==> config.mk <==
export PLATFORM = sky130hd
export DESIGN_NAME = wide_reg_port
export DESIGN_NICKNAME = d
export VERILOG_FILES = /design/src/rtl/wrp_pkg.sv /design/src/rtl/wrp_access_decode.sv /design/src/rtl/wrp_stage_byte.sv /design/src/rtl/wrp_wide_reg.sv /design/src/rtl/wide_reg_port.sv
export SDC_FILE = /design/constraint.sdc
export NUM_CORES = 1
export LEC_CHECK = 0
export ABC_AREA = 1
export BUFFER_PORTS_ARGS = -buffer_cell sky130_fd_sc_hd__buf_2
export CORE_AREA = 2 2 93 59
export DETAILED_ROUTE_END_ITERATION = 16
export DIE_AREA = 0 0 95 61
export PLACE_DENSITY = 0.85
export SLEW_MARGIN = 40
export SYNTH_ARGS = -nofsm -noshare
export SYNTH_HDL_FRONTEND = slang
export SYNTH_SLANG_ARGS = --single-unit
export TNS_END_PERCENT = 50
==> constraint.sdc <==
create_clock -name clk -period 2.5 [get_ports clk]
set_input_delay 0.75 -clock clk [delete_from_list [all_inputs] [get_ports clk]]
set_output_delay 0.75 -clock clk [all_outputs]
set_load 0.05 [all_outputs]
==> src/rtl/wrp_pkg.sv <==
package wrp_pkg;
    localparam int BYTE_W = 8;
    localparam int WIDE_W = 2 * BYTE_W;
    localparam int ADDR_W = 2;

    localparam logic [ADDR_W-1:0] A_CNT_LO = 2'd0;
    localparam logic [ADDR_W-1:0] A_CNT_HI = 2'd1;
    localparam logic [ADDR_W-1:0] A_CMP_LO = 2'd2;
    localparam logic [ADDR_W-1:0] A_CMP_HI = 2'd3;

    typedef enum logic [2:0] {
        ACC_IDLE,
        ACC_CNT_LO_WR,
        ACC_CNT_LO_RD,
        ACC_CMP_LO_WR,
        ACC_CMP_LO_RD,
        ACC_HI_WR,
        ACC_HI_RD
    } access_e;
endpackage

==> src/rtl/wrp_access_decode.sv <==
module wrp_access_decode
    import wrp_pkg::*;
(
    input  logic              sel,
    input  logic              we,
    input  logic [ADDR_W-1:0] addr,
    output access_e           acc
);
    always_comb begin
        acc = ACC_IDLE;
        if (sel) begin
            unique case (addr)
                A_CNT_LO: acc = we ? ACC_CNT_LO_WR : ACC_CNT_LO_RD;
                A_CMP_LO: acc = we ? ACC_CMP_LO_WR : ACC_CMP_LO_RD;
                A_CNT_HI,
                A_CMP_HI: acc = we ? ACC_HI_WR : ACC_HI_RD;
                default:  acc = ACC_IDLE;
            endcase
        end
    end
endmodule

==> src/rtl/wrp_stage_byte.sv <==
module wrp_stage_byte #(
    parameter int W = 8
) (
    input  logic         clk,
    input  logic         rst_n,
    input  logic         load,
    input  logic [W-1:0] din,
    output logic [W-1:0] q
);
    always_ff @(posedge clk or negedge rst_n) begin
        if (!rst_n)    q <= '0;
        else if (load) q <= din;
    end
endmodule

==> src/rtl/wrp_wide_reg.sv <==
module wrp_wide_reg #(
    parameter int W         = 16,
    parameter bit COUNTING  = 1'b0
) (
    input  logic         clk,
    input  logic         rst_n,
    input  logic         inc,
    input  logic         load,
    input  logic [W-1:0] din,
    output logic [W-1:0] q
);
    generate
        if (COUNTING) begin : g_count
            always_ff @(posedge clk or negedge rst_n) begin
                if (!rst_n)     q <= '0;
                else if (load)  q <= din;
                else if (inc)   q <= q + {{(W-1){1'b0}}, 1'b1};
            end
        end else begin : g_hold
            always_ff @(posedge clk or negedge rst_n) begin
                if (!rst_n)     q <= '0;
                else if (load)  q <= din;
            end
            logic unused_inc;
            assign unused_inc = inc;
        end
    endgenerate
endmodule

==> src/rtl/wide_reg_port.sv <==
module wide_reg_port
    import wrp_pkg::*;
(
    input  logic              clk,
    input  logic              rst_n,
    input  logic              count_en,
    input  logic              bus_sel,
    input  logic              bus_we,
    input  logic [1:0]        bus_addr,
    input  logic [7:0]        bus_wdata,
    output logic [7:0]        bus_rdata,
    output logic [15:0]       count_value,
    output logic [15:0]       compare_value
);
    access_e            acc;
    logic               stage_load;
    logic [BYTE_W-1:0]  stage_din;
    logic [BYTE_W-1:0]  stage_q;
    logic [BYTE_W-1:0]  rdata_d;
    logic               rdata_en;

    wrp_access_decode u_dec (
        .sel  (bus_sel),
        .we   (bus_we),
        .addr (bus_addr),
        .acc  (acc)
    );

    // Staging byte source selection
    always_comb begin
        stage_load = 1'b0;
        stage_din  = bus_wdata;
        rdata_en   = 1'b0;
        rdata_d    = bus_rdata;
        unique case (acc)
            ACC_HI_WR: begin
                stage_load = 1'b1;
                stage_din  = bus_wdata;
            end
            ACC_CNT_LO_RD: begin
                stage_load = 1'b1;
                stage_din  = count_value[WIDE_W-1:BYTE_W];
                rdata_en   = 1'b1;
                rdata_d    = count_value[BYTE_W-1:0];
            end
            ACC_CMP_LO_RD: begin
                stage_load = 1'b1;
                stage_din  = compare_value[WIDE_W-1:BYTE_W];
                rdata_en   = 1'b1;
                rdata_d    = compare_value[BYTE_W-1:0];
            end
            ACC_HI_RD: begin
                rdata_en   = 1'b1;
                rdata_d    = stage_q;
            end
            default: ;
        endcase
    end

    wrp_stage_byte #(.W(BYTE_W)) u_stage (
        .clk   (clk),
        .rst_n (rst_n),
        .load  (stage_load),
        .din   (stage_din),
        .q     (stage_q)
    );

    wrp_wide_reg #(.W(WIDE_W), .COUNTING(1'b1)) u_cnt (
        .clk   (clk),
        .rst_n (rst_n),
        .inc   (count_en),
        .load  (acc == ACC_CNT_LO_WR),
        .din   ({stage_q, bus_wdata}),
        .q     (count_value)
    );

    wrp_wide_reg #(.W(WIDE_W), .COUNTING(1'b0)) u_cmp (
        .clk   (clk),
        .rst_n (rst_n),
        .inc   (1'b0),
        .load  (acc == ACC_CMP_LO_WR),
        .din   ({stage_q, bus_wdata}),
        .q     (compare_value)
    );

    // Registered read data
    always_ff @(posedge clk or negedge rst_n) begin
        if (!rst_n)        bus_rdata <= '0;
        else if (rdata_en) bus_rdata <= rdata_d;
    end
endmodule

* After elaboration in Yosys (flattened, before gate mapping)
Cells that the tools add are included.
** Word-level totals
- Word-level logic and storage cells :: 32
- Register bits :: 48
- Bits of input ports :: 15
** Operators by class
- Reduce and logical (&&, ||, !) cells :: 7
- Multiplexer cells :: 11
- Add/subtract/negate cells :: 1
- Equality and inequality tests :: 9
** Operators by type and width (number)
- $mux W16 :: 2
- $pmux W8 S3 :: 1
- $add A16 B1 Y16 const B :: 1
- $pmux W8 S2 :: 1
- $eq A3 B3 Y1 const B :: 3
- $pmux W3 S3 :: 1
- $eq A3 B2 Y1 const B :: 2
- $mux W3 :: 2
- $reduce_or A3 Y1 :: 2
- $eq A2 B2 Y1 const B :: 2
- $mux W2 :: 2
- $eq A3 B1 Y1 const B :: 1
- $reduce_bool A3 Y1 :: 1
- $eq A2 B1 Y1 const B :: 1
- $logic_not A2 Y1 :: 1
- $mux W1 :: 2
- $reduce_and A2 Y1 :: 1
- $reduce_bool A2 Y1 :: 1
- $reduce_or A2 Y1 :: 1

* Logic depth before layout (Yosys ltp)
Gate-level depths: netlist (run 1).
- Word-level depth :: 8
- Depth in mapped cells :: 8

* Modules after synthesis
Synthesis (run 1) repeated with hierarchy kept, for this count alone.
** Unflattened totals
- Cells, all modules :: 377
- Area, all modules :: 2760.1 sq um
** By module, submodules not included
- wrp_wide_reg (u_cnt) :: area an instance 1034.7 sq um, sequential area each 400.4 sq um, cells an instance 141, times used 1
- wide_reg_port :: area an instance 729.4 sq um, sequential area each 200.2 sq um, cells an instance 124, times used 1
- wrp_wide_reg (u_cmp) :: area an instance 644.4 sq um, sequential area each 400.4 sq um, cells an instance 68, times used 1
- wrp_stage_byte :: area an instance 305.3 sq um, sequential area each 200.2 sq um, cells an instance 34, times used 1
- wrp_access_decode :: area an instance 46.3 sq um, sequential area each 0.0 sq um, cells an instance 10, times used 1

* Worst setup path before layout (run 1)
Ideal clock, no wire load.
- Kind :: register to register
- Start point :: reg u_cnt.q[1]
- End point :: reg u_cnt.q[14]
- Setup slack :: 862 ps
- Data required time :: 2384 ps
- Clock period less this slack :: 1638 ps
- Arrival time :: 1522 ps
- Setup time :: 116 ps
- Buffers on the path :: 0
- Cell stages (with the launch flop) :: 9
- Cell sequence :: dfrtp_1 > ha_1 > nand3_1 > nor2_1 > nand3_1 > nand2_1 > nand2_1 > nand2_1 > nand2_1
** Between the ends
- Cells in the longest elaborated chain, start to end :: 3
** Ends and longest elaborated chain
- start: declaration :: line wrp_wide_reg.sv:10 : output logic [W-1:0] q
- start signal: assignment :: line wrp_wide_reg.sv:16 : else if (load) q <= din;
- start signal: assignment :: line wrp_wide_reg.sv:17 : else if (inc) q <= q + {{(W-1){1'b0}}, 1'b1};
- $add A16 B1 Y16 :: line wrp_wide_reg.sv:17
- $mux W16 :: line wrp_wide_reg.sv:17
- $mux W16 :: line wrp_wide_reg.sv:16
Every way passes these cells. The select of a mux whose other input is x is not followed.
A chain may end at the register's enable or synchronous reset.

* Worst setup path after layout (run 1)
- Start point :: reg u_cnt.q[5]
- End point :: out count_value[5]
** RTL lines
- end: declaration :: line wide_reg_port.sv:12 : output logic [15:0] count_value,
No word-level cell between the ends.

==> flow_summary.yaml, run 1 <==
floorplan:
  core_area_mm2: 0.00493
  start_util_pct: 53.7
  num_rows: 20
  die_w_um: 95
  fp.dieH_um: 61
  io_pins: 55
  dieArea_mm2: 0.00580
clock_tree:
  post-cts-setup-buffers: 0
  htreeDepth: 2
  clk_root_buffer_cell: "clkbuf_8"
  ctsHoldBuffers: 0
  numCtsBuffers: 5
  cts_resized: 0
  cts_sinks: 48
  clk_pin_slew_ps: 90
  clock_path_buffers: 2
  cts_tree: "done"
  clk_latency_ps: 310
setup_path:
  end_kind: "output pin"
  critPathTopFamily: "flip-flops"
  slowest_delay_ps: 500
  crit_type: "reg2out"
  crit_path_start_kind: "register"
  cp_num_cells: 1
  cp.required_ps: 1750
  critical_path_buf_inv_count: 1
  reg2regPathDepth: 8
  cp.arrival_ps: 1130
  cp_cell_sequence: "buf_2"
  slowest_stage: "dfrtp_1"
  worst-path-max-fanout: 6
global_routing:
  grt_pass1_wl_um: 11300
  antenna_found_initial: 0
  track_usage_pct: 26.5
  grt_overflow: 0
  grt_max_degree: 49
  grt_pass1_vias: 2203
sta:
  period_share_pct: 75.3
  setup_violations: 0
  worst_pin_slew_ps: 603
  slew_violations: 0
  fin_crit_ps: 1880
  fin_setup_tns_ps: 0
  skew_ps: 5.19
  max-slew-margin-rel_pct: 59.8
  max_freq_ghz: 0.531
  rsz0062_at_grt: "no"
  hold_viol: 0
  holdWs_ps: 501
detailed_routing:
  wl_met3_um: 657
  wl_per_cell_um: 15.1
  drc: 0
  via_per_inst: 5.51
  vias: 2591
  dr.max_layer_used: "met4"
  drt-met1-wl_um: 3240
  drtAntennaViolNets: 0
  wl_met2_um: 3110
  wirelength_um: 7100
  drtPass1Iterations: 5
  drt_iter0_markers: 313
cells_and_area:
  antennaDiodeCount: 0
  final_cell_mix: "100 x nand2_1, 54 x buf_2, 48 x dfrtp_1, 38 x inv_1, 37 x o21ai_0"
  area_growth_pct: 13.8
  drive_above_1_share_pct: 18.6
  stdcell_area_mm2: 0.00301
  num-nets-final: 420
  layout_commonest_cell: "nand2_1"
power:
  max-vdd-ir-drop_mv: 0.406
  cellLeakagePower_nw: 1.54
  p_per_area_mw_per_mm2: 929
min_path:
  hold_path_depth: 2
  min_path_type: "reg2reg"
placed_design:
  place.gp.congestion: 0.877
  dpl.hpwl_um: 5390
  post_dp_cell_area_mm2: 0.00293
  io_buffers: 54
job:
  max_cap_violations: 0
yosys:
  syn_area_mm2: 0.00265
  netlist_instances: 352
  yosysSeqAreaShare_pct: 45.4
  synth.avg_cell_area_um2: 7.51
  synth.distinct_cells: 29
  yosys_warnings: 0
  ys_ff_latch: 48
  syn-num-nets: 368
status:
  outcome: "completed"
## final cells by class
cell class              count  area (um^2)
clock buffers               6         72.6
clock inverters             1         5.00
fillers                   461         1920
inverters                  43          164
multi-input cells         251         1210
flip-flops and latches     48         1200
well taps                  66         82.6
repair buffers             55          278
## sequential cells by signal, summed over array words and instances, names as in the netlist
register,cells
u_cnt.q,16
u_stage.q,8
u_cmp.q,16
bus_rdata,8
## path summary, 6_finish.rpt
kind | from | end | slack (ps)
hold / removal | bus_rdata[0] | bus_rdata[0] | 500
setup reg to reg | u_cnt.q[0] | u_cnt.q[14] | 990
hold reg to reg | bus_rdata[0] | bus_rdata[0] | 500
min in group asynchronous | rst_n | bus_rdata[2] | 530
max in group asynchronous | rst_n | bus_rdata[7] | 1560
setup / recovery | u_cnt.q[5] | count_value[5] | 620
## Yosys cell counts
library cell / instances / area, um^2
buf_2: 2 / 10.0
nand2_4: 1 / 11.3
xor2_1: 3 / 26.3
nand3_1: 21 / 105
nor2_1: 35 / 131
nand2_1: 100 / 375
a21o_1: 1 / 7.51
inv_2: 4 / 15.0
nor3_4: 1 / 16.3
nand3_2: 1 / 10.0
nor2_8: 2 / 40.0
o22ai_1: 5 / 31.3
clkbuf_1: 3 / 11.3
ha_1: 1 / 12.5
dfrtp_1: 48 / 1200
buf_6: 4 / 45.0
o21ai_0: 37 / 185
inv_1: 38 / 143
inv_4: 1 / 6.26
o211ai_1: 2 / 15.0
a21oi_1: 23 / 115
xnor2_1: 2 / 17.5
nand3_4: 1 / 17.5
o21ai_1: 8 / 40.0
nor2_4: 1 / 11.3
buf_4: 1 / 7.51
nand4_1: 4 / 25.0
nor2_2: 1 / 6.26
nand2_2: 1 / 6.26
## power by group
part	switching, W	internal (W)
clock network	0.000256	0.000191
registers	0.000210	0.000949
logic	0.000911	0.000278
total	0.00138	0.00142
## tightest hold or removal path: stages, from the launching register on
cell and delay [ps]:
dfrtp_1 360, o21ai_1 70, inv_1 50
## routing by layer
metal / global-route usage (%) / vias up
li1: - / 1236
met2: 39.5 / 130
met3: 4.97 / 13
met4: 6.21 / 0
met5: 0 / -
met1: 40.5 / 1212
## per-stage QoR
stage                     std cells  worst slack (ps)  utilization [%]  power [W]
final                           470               617             61.0    0.00280
after global routing            470               591             61.0    0.00294
after CTS                       470               633             61.0    0.00279
after detailed placement        463               465             59.5    0.00235
after global placement          463               544             59.5    0.00232
after floorplan                 352               862                -    0.00202
## kinds of logic after synthesis
logic type / synth area share, %
AND/OR/NAND/NOR: 28.6
XOR/XNOR: 1.66
AO/OA/AOI/OAI: 14.9
adder cells (fa/ha/maj): 0.473
flip-flops: 45.4
buffers and inverters: 8.99
No activity file was read; power rests on OpenSTA's default activity.
==> run 2, diff against run 1 <==
CORE_AREA = 2 2 98 62   (was 2 2 93 59)
DIE_AREA = 0 0 100 64   (was 0 0 95 61)
PLACE_DENSITY = 0.81   (was 0.85)
clock period = 1.5 ns   (was 2.5 ns; I/O delays follow)
==> run 2 against run 1 <==
Effect of this change: first-iteration DRC count fell by 20%; setup slack worse by 610 ps; cell area up 9.1%; count of clock-buffer cells in the layout decreased by 1; critical endpoint is now count_value[0].
==> flow_summary.yaml, run 2 (synthesis results as in run 1) <==
cells_and_area:
  layout_commonest_cell: "nand2_1"
  fin_cells: 491
  area_growth_pct: 24.1
  largestRegisters: "u_cmp.q x16, u_cnt.q x16"
  num-nets-final: 437
  antennaDiodeCount: 0
  postLayoutCoreUtil_pct: 60.1
  drive_above_1_share_pct: 26.3
  stdcell_area_mm2: 0.00328
  final_cell_mix: "99 x nand2_1, 42 x buf_2, 38 x dfrtp_1, 37 x inv_1, 37 x o21ai_0"
power:
  p_sw_w: 0.00240
  max-vdd-ir-drop_mv: 0.855
  swShare_pct: 47.0
  combPwrFrac_pct: 43.0
  p_clk_share_pct: 19.1
  pwr-share-seq_pct: 37.9
  p_per_area_mw_per_mm2: 1560
  cellLeakagePower_nw: 1.64
  internal-power_w: 0.00271
sta:
  rsz0062_at_grt: "yes"
  hold_viol: 0
  fin_crit_ps: 1490
  max-slew-margin-rel_pct: 63.4
  max_freq_ghz: 0.670
  holdWs_ps: 102
  period_share_pct: 99.6
  slew_violations: 0
  post-route-worst-setup-slack_ps: 6.50
  skew_ps: 9.72
  setup_violations: 0
  worst_pin_slew_ps: 549
floorplan:
  fp.dieH_um: 64
  core_area_mm2: 0.00547
  io_pins: 55
  num_rows: 21
  dieArea_mm2: 0.00640
  start_util_pct: 48.4
  die_w_um: 100
detailed_routing:
  drt_iter0_markers: 251
  vias: 2666
  drc: 0
  drtAntennaViolNets: 0
  wirelength_um: 7410
  drtPass1Iterations: 6
  wl_per_cell_um: 15.1
  via_per_inst: 5.43
clock_tree:
  clock_path_buffers: 2
  htreeDepth: 2
  clk_root_buffer_cell: "clkbuf_8"
  cts_sinks: 48
  numCtsBuffers: 5
  clk_pin_slew_ps: 100
  cts_tree: "done"
  clk_latency_ps: 310
placed_design:
  place.gp.congestion: 0.894
  dpl.hpwl_um: 5550
  post_dp_cell_area_mm2: 0.00309
  io_buffers: 54
  dp.cells: 482
  dpl_worst_slack_ps: -9.57
min_path:
  min_path_type: "in2async"
global_routing:
  grt_max_degree: 49
  grt_pass1_wl_um: 12300
  track_usage_pct: 24.7
  antenna_found_initial: 0
  grt_pass1_vias: 2426
  grt_overflow: 0
status:
  outcome: "completed"
setup_path:
  worst-path-max-fanout: 5
  reg2regPathDepth: 8
  crit_path_start_kind: "register"
  cp.arrival_ps: 1040
  end_kind: "output pin"
  cp.required_ps: 1050
  crit_type: "reg2out"
job:
  max_cap_violations: 0
## run 2: worst max-delay path, stage by stage, from the launching register on
cell	delay (ps)
dfrtp_2	460
buf_6	140
buf_8	140
## run 2: path summary, 6_finish.rpt
path / to / from / slack, ps
worst max-delay path: count_value[0] / u_cnt.q[0] / 7
worst min-delay path: u_cnt.q[2] / rst_n / 100
worst max register to register: u_cnt.q[15] / u_cnt.q[1] / 120
worst min register to register: bus_rdata[6] / bus_rdata[6] / 500
max in group asynchronous: u_cnt.q[1] / rst_n / 1150
min in group clk: u_cnt.q[2] / bus_wdata[2] / 390
## run 2: stage by stage
stage,power (W),TNS [ps]
after floorplan,0.00337,-16.6
after CTS,0.00505,0
final,0.00511,0
after detailed placement,0.00400,-9.57
after global placement,0.00395,0
after global routing,0.00538,-21.2
## run 2: power groups by stage
stage	clock [W]	combinational (W)	sequential, W
floorplan	0	0.000594	0.00277
global placement	0	0.00204	0.00191
detailed placement	0	0.00207	0.00193
CTS	0.000988	0.00213	0.00193
global route	0.00105	0.00235	0.00198
finish	0.000977	0.00220	0.00194
## run 2: final cells by class
| cell class | count | area (um^2) |
|---|---|---|
| fill | 521 | 2180 |
| multi-input combinational | 251 | 1230 |
| sequential | 48 | 1210 |
| timing repair buffer | 72 | 475 |
| inverter | 43 | 164 |
| tap | 69 | 86.3 |
| clock buffer | 5 | 68.8 |
| clock inverter | 3 | 46.3 |
## run 2: layer usage
| metal | up-vias | track usage, % | wire length [um] |
|---|---|---|---|
| met5 | - | 0 | 0 |
| met4 | 0 | 4.45 | 61 |
| met3 | 8 | 4.81 | 702 |
| met2 | 137 | 35.6 | 3200 |
| met1 | 1246 | 38.7 | 3440 |
| li1 | 1275 | - | - |
## run 2: timing repair
action,4_1_cts,5_1_grt
gates resized for setup,14,18
buffers inserted,0,2
setup endpoints to repair,9,12
endpoints found under the hold margin,0,0
hold buffers,0,0
